===== src/rtl/bcd_adder_pkg.sv =====
package bcd_adder_pkg;
  localparam int unsigned NIBBLE_W  = 4;
  localparam int unsigned DIGIT_MAX = 9;
  typedef logic [NIBBLE_W-1:0] bcd_digit_t;
endpackage


===== src/rtl/bcd_ripple_add.sv =====
// Plain ripple-carry binary adder with carry out.
module bcd_ripple_add #(
  parameter int unsigned W = 4
) (
  input  logic [W-1:0] x,
  input  logic [W-1:0] y,
  input  logic         ci,
  output logic [W-1:0] s,
  output logic         co
);
  logic [W:0] c;

  assign c[0] = ci;

  for (genvar i = 0; i < W; i++) begin : g_bit
    assign s[i]   = x[i] ^ y[i] ^ c[i];
    assign c[i+1] = (x[i] & y[i]) | (c[i] & (x[i] ^ y[i]));
  end

  assign co = c[W];
endmodule


===== src/rtl/bcd_trim_add.sv =====
// Ripple adder whose final carry is never formed (modulo 2^W sum).
module bcd_trim_add #(
  parameter int unsigned W = 4
) (
  input  logic [W-1:0] x,
  input  logic [W-1:0] y,
  input  logic         ci,
  output logic [W-1:0] s
);
  logic [W-1:0] c;

  assign c[0] = ci;

  for (genvar i = 0; i + 1 < W; i++) begin : g_carry
    assign c[i+1] = (x[i] & y[i]) | (c[i] & (x[i] ^ y[i]));
  end

  assign s = x ^ y ^ c;
endmodule


===== src/rtl/bcd_digit_cell.sv =====
// One decimal digit: binary add, then decimal correction.
module bcd_digit_cell
  import bcd_adder_pkg::*;
(
  input  bcd_digit_t a_dig,
  input  bcd_digit_t b_dig,
  input  logic       c_in,
  output bcd_digit_t s_dig,
  output logic       c_out
);
  bcd_digit_t raw_sum;
  logic       raw_co;
  logic       dec_carry;
  bcd_digit_t fix_val;

  bcd_ripple_add #(.W(NIBBLE_W)) i_bin (
    .x  (a_dig),
    .y  (b_dig),
    .ci (c_in),
    .s  (raw_sum),
    .co (raw_co)
  );

  // Totals 16..19 show as binary carry; 10..15 as bit3 with bit2 or bit1.
  assign dec_carry = raw_co | (raw_sum[3] & raw_sum[2]) | (raw_sum[3] & raw_sum[1]);

  // Add six (0110) when a decimal carry leaves the digit, else zero.
  assign fix_val = {1'b0, dec_carry, dec_carry, 1'b0};

  bcd_trim_add #(.W(NIBBLE_W)) i_fix (
    .x  (fix_val),
    .y  (raw_sum),
    .ci (1'b0),
    .s  (s_dig)
  );

  assign c_out = dec_carry;
endmodule


===== src/rtl/bcd_chain_adder.sv =====
module bcd_chain_adder
  import bcd_adder_pkg::*;
#(
  parameter int unsigned DIGITS = 4
) (
  input  logic                         clk,
  input  logic                         rst,
  input  logic [NIBBLE_W*DIGITS-1:0]   a_in,
  input  logic [NIBBLE_W*DIGITS-1:0]   b_in,
  input  logic                         carry_in,
  output logic [NIBBLE_W*DIGITS-1:0]   sum_out,
  output logic                         carry_out
);
  localparam int unsigned BUS_W = NIBBLE_W * DIGITS;

  logic [DIGITS:0]  link;
  logic [BUS_W-1:0] sum_comb;

  assign link[0] = carry_in;

  for (genvar d = 0; d < DIGITS; d++) begin : g_digit
    bcd_digit_cell i_cell (
      .a_dig (a_in[d*NIBBLE_W +: NIBBLE_W]),
      .b_dig (b_in[d*NIBBLE_W +: NIBBLE_W]),
      .c_in  (link[d]),
      .s_dig (sum_comb[d*NIBBLE_W +: NIBBLE_W]),
      .c_out (link[d+1])
    );
  end

  always_ff @(posedge clk) begin
    if (rst) begin
      sum_out   <= '0;
      carry_out <= 1'b0;
    end else begin
      sum_out   <= sum_comb;
      carry_out <= link[DIGITS];
    end
  end
endmodule


===== config.mk =====
export PLATFORM = sky130hd
export DESIGN_NAME = bcd_chain_adder
export DESIGN_NICKNAME = d
export VERILOG_FILES = /design/src/rtl/bcd_adder_pkg.sv /design/src/rtl/bcd_ripple_add.sv /design/src/rtl/bcd_trim_add.sv /design/src/rtl/bcd_digit_cell.sv /design/src/rtl/bcd_chain_adder.sv
export SDC_FILE = /design/constraint.sdc
export NUM_CORES = 1
export LEC_CHECK = 0
export BUFFER_PORTS_ARGS = -buffer_cell sky130_fd_sc_hd__buf_2
export CAP_MARGIN = 10
export CELL_PAD_IN_SITES_DETAIL_PLACEMENT = 0
export CELL_PAD_IN_SITES_GLOBAL_PLACEMENT = 1
export CORE_MARGIN = 2
export CORE_UTILIZATION = 33
export DETAILED_ROUTE_END_ITERATION = 6
export GPL_ROUTABILITY_DRIVEN = 0
export PLACE_DENSITY = 0.78
export SYNTH_ARGS = -nofsm -noshare
export SYNTH_HDL_FRONTEND = slang
export SYNTH_SLANG_ARGS = --single-unit

===== constraint.sdc =====
create_clock -name clk -period 11.4 [get_ports clk]
set_input_delay 2.28 -clock clk [delete_from_list [all_inputs] [get_ports clk]]
set_output_delay 2.28 -clock clk [all_outputs]
set_load 0.02 [all_outputs]

; ---- After elaboration in Yosys (flattened, before gate mapping)
; Index checks and enable logic that the tools add are counted.
; Widths: inputs -> output; s select.
[classes]
bitwise_logic = 124
[op_table]
columns = op, n
row1 = $and 1x1->1, 52
row2 = $xor 1x1->1, 36
row3 = $or 1x1->1, 28
row4 = $xor 3x4->4, 4
row5 = $xor 4x4->4, 4
[totals]
register_bits = 17
in_bits = 35

; ---- Longest topological paths before layout
[depth]
depth_word = 45
mapped_depth = 30

; ---- By module
; A second synthesis with hierarchy kept.
[unflattened]
cells_unflattened = 139
hier_area_um2 = 1416.4
[modules_own_cells]
columns = module, n_inst, cells_each, area_each_um2
row1 = bcd_chain_adder, 1, 35, 475.5
row2 = bcd_ripple_add, 4, 14, 117.6
row3 = bcd_trim_add, 4, 9, 102.6
row4 = bcd_digit_cell, 4, 3, 15.0

; ---- Least setup slack after synthesis
; OpenSTA, ideal clock, no wires.
[synth_timing]
path_type = input-to-reg
startpoint = input port a_in[0]
endpoint = register sum_out[15]
setup_time_ps = 115
arrival_time_ps = 9451
required_time_ps = 11285
path_slack_ps = 1834
path_stages = 30
n_path_buf = 0
cell_sequence = fa_1 inv_1 fa_1 fa_1 inv_1 fa_1 a21oi_1 fa_1 fa_1 fa_1 inv_1 fa_1 a21oi_1 fa_1 fa_1 fa_1 inv_1 fa_1 a21oi_1 fa_1 fa_1 fa_1 fa_1 a21o_2 nand2_1 ha_1 inv_1 fa_1 xnor2_1 nor2_1
[synth_via]
elab_chain_cells = 45
word_cells_on_any_way = 69
classes_between = bitwise: 69
[synth_lines]
columns = element, line_no
row1 = from (decl), bcd_chain_adder.sv:8  ; input logic [NIBBLE_W*DIGITS-1:0] a_in,
row2 = $xor 1x1->1, bcd_ripple_add.sv:17  ; assign c[i+1] = (x[i] & y[i]) | (c[i] & (x[i] ^ y[i]));
row3 = $and 1x1->1, bcd_ripple_add.sv:17
row4 = $or 1x1->1 *, bcd_ripple_add.sv:17
row5 = $and 1x1->1, bcd_ripple_add.sv:17
row6 = $or 1x1->1, bcd_ripple_add.sv:17
row7 = $and 1x1->1, bcd_ripple_add.sv:17
row8 = $or 1x1->1, bcd_ripple_add.sv:17
row9 = $and 1x1->1 / $xor 1x1->1 (equally long branches), "bcd_ripple_add.sv:17, bcd_ripple_add.sv:16"
row10 = [30 not listed], -
row11 = $or 1x1->1 / $and 1x1->1 (equally long branches), "bcd_ripple_add.sv:17, bcd_digit_cell.sv:25"
row12 = $or 1x1->1, bcd_digit_cell.sv:25  ; assign dec_carry = raw_co | (raw_sum[3] & raw_sum[2]) | (raw_sum[3] & raw_sum[1]);
row13 = $or 1x1->1 *, bcd_digit_cell.sv:25
row14 = named net g_digit[3].i_cell.c_out, bcd_digit_cell.sv:9  ; output logic c_out
row15 = $and 1x1->1 / $xor 1x1->1 (equally long branches), bcd_trim_add.sv:15  ; assign c[i+1] = (x[i] & y[i]) | (c[i] & (x[i] ^ y[i]));
row16 = $and 1x1->1, bcd_trim_add.sv:15
row17 = $or 1x1->1 *, bcd_trim_add.sv:15
row18 = $xor 4x4->4 *, bcd_trim_add.sv:18  ; assign s = x ^ y ^ c;
row19 = to (signal assigned), bcd_chain_adder.sv:36  ; sum_out <= sum_comb;
row20 = to (decl), bcd_chain_adder.sv:11  ; output logic [NIBBLE_W*DIGITS-1:0] sum_out,
; Mark *: on every way through the listed nets, which the timed path passes. The rest lies on a longest branch.
; A chain may end at the register's enable or synchronous reset.

; ---- Worst setup path after layout
; Same ends and word-level chain as after synthesis.

==> impl_metrics.tcl <==
set metrics [dict create \
    status "finished clean" \
    final_layout_size_suffix_gt1_share_pct 33.94 \
    syn_nets 170 \
    crit_family "adder cells" \
    maxCapViolCount 0 \
    p_comb_share_pct 49.3 \
    hold_class "input port to flop" \
    setup_tns_ps 0 \
    antenna_found_initial 0 \
    internal_power_uw 134.8 \
    drc_errors 0 \
    grt_max_degree 18 \
    clockBufferDepth 2 \
    cp-end-kind "flop" \
    crit_type "input port to flop" \
    cts_setup_buffers 0 \
    final_nets 225 \
    finalHoldViolCount 0 \
    crit_top_cell "fa_1" \
    setup_viol 0 \
    cts_buffers 3 \
    synth_seq_cells 17 \
    grt_pass1_wl_um 3450 \
    final_common_cell "buf_2" \
    detail_route.iter0.violations 9 \
    core_area_um2 3284 \
    worst_pin_slew_ps 380.2 \
    slowest_delay_ps 540 \
    stdcell_count 211 \
    total_power_uw 221.0 \
    synth_top_area_share_pct 35.79 \
    cp_slowest_cell "fa_1" \
    finalWirelength_um 1908 \
    fmax_mhz 102.3 \
    slew_headroom_pct 74.65 \
    std_cell_rows 21 \
    cts_resized 0 \
    synth.avg_cell_area_um2 10.08 \
    synth_area_leader_cell "fa_1" \
    die_height_um 62.22 \
    ys_top_cells_by_area "fa_1 (36%), dfxtp_1 (30%), inv_1 (12%)" \
    power.share.clock_pct 14.8 \
    die_area_um2 3871 \
    grt-ovfl-total 0 \
    antennaDiodeCount 0 \
    ant_nets 0 \
    startpoint_type "input port" \
    start_util_pct 34.06 \
    grtUsageTotal_pct 10.68 \
    critical_path.max_fanout 3 \
    utilization_pct 44.27 \
    ys_seq_area_share_pct 30.43 \
    ctsHoldBuffers 0 \
    vias 850 \
    fill_cells 337 \
    port-buffer-count 51 \
    drv_slew 0 \
    yosysWarnings 0 \
    hold_slack_ps 2322 \
    synthCells 111 \
    clk_pin_slew_ps 110 \
    p_leak_nw 0.8325 \
    switchingPower_uw 86.20 \
    fin_crit_sh_pct 85.77 \
    cts_root_buffer "clkbuf_4" \
    cts_sinks 17 \
    fin_crit_ps 9778 \
    avgRoutedWirePerCell_um 9.043 \
    ir_worst_vdd_mv 0.03923 \
    dp_cells 207 \
    die_w_um 62.22 \
    final_cell_mix "buf_2 (51), inv_1 (36), fa_1 (20), dfxtp_1 (17), nor2_1 (11)" \
    vias_per_cell 4.028 \
    synth_cell_type_count 15 \
    cts_tree "built" \
    syn_area_um2 1119 \
    area_delta_synth_final_pct 29.98 \
    powerDensity_nw_per_um2 152.0 \
    rsz0062_at_grt "false" \
    cp.required_ps 11590 \
    grt_pass1_vias 871 \
    io_pins 52 \
    pwr-share-seq_pct 35.9 \
    firstDrtPassIters 2 \
    path_buf_inv 6 \
    htreeDepth 1 \
    p_sw_share_pct 39.00 \
    place_hpwl_um 1720 \
    arrival_ps 9960 \
]
power by group through the flow:
stage	logic, mW	clock network (mW)	registers [mW]
final	0.109	0.0327	0.0793
after floorplan	0.0555	0	0.102
after global placement	0.108	0	0.0806
after CTS	0.112	0.0347	0.0796
after detailed placement	0.111	0	0.0811
after global routing	0.123	0.0365	0.0809
cells in the mapped netlist:
library cell  count
a21o_2            1
dfxtp_1          17
and2_1            1
buf_4             1
nand2_1           4
xnor2_1           1
and2b_1           4
ha_1              4
a21oi_1           4
nor2b_1           1
nor2_1           11
xor2_1            3
a21o_1            3
inv_1            36
fa_1             20
path summary, 6_finish.rpt:
path	startpoint	end	slack (ps)	cells after the start
hold / removal	rst	sum_out[10]$_SDFF_PP0_	2320	2
setup / recovery	a_in[0]	sum_out[15]$_SDFF_PP0_	1620	31
routing by layer:
metal | track usage [%] | vias to the layer above | share of wire, % | wire (um)
met3 | 2.355 | 2 | 4.9 | 93
met2 | 19.84 | 22 | 57 | 1081
met4 | 3.333 | 0 | 0.42 | 8
li1 | - | 416 | - | -
met1 | 12.18 | 410 | 38 | 724
met5 | 0 | - | 0 | 0
layout make-up:
class / count / area (um2) / share of cell area (%)
sequential: 17 / 340.3 / 23.41
clock inverter: 1 / 7.507 / 0.5164
tap: 46 / 57.56 / 3.959
multi-input combinational: 57 / 635.6 / 43.72
clock buffer: 3 / 22.52 / 1.549
inverter: 36 / 135.1 / 9.294
timing repair buffer: 51 / 255.2 / 17.56
kinds of logic (layout without fill, tap and decap cells):
logic type | Yosys count | after routing | synth area share [%]
adder cells (fa/ha/maj) | 24 | 24 | 40.27
AND/OR/NAND/NOR | 21 | 21 | 8.837
AO/OA/AOI/OAI | 8 | 8 | 4.586
XOR/XNOR | 4 | 4 | 3.133
flip-flops | 17 | 17 | 30.43
buffers and inverters | 37 | 91 | 12.75
state kept, by name, summed over array words and instances, names as in the netlist:
| register | cells |
|---|---|
| sum_out | 16 |
| carry_out | 1 |
per-stage QoR:
stage               cell area (um2)  worst slack (ps)
floorplan                      1119              1834
global placement               1424              1386
detailed placement             1424              1218
CTS                            1454              1558
global route                   1454              1203
finish                         1454              1622
(Power assumes the default switching activity.)
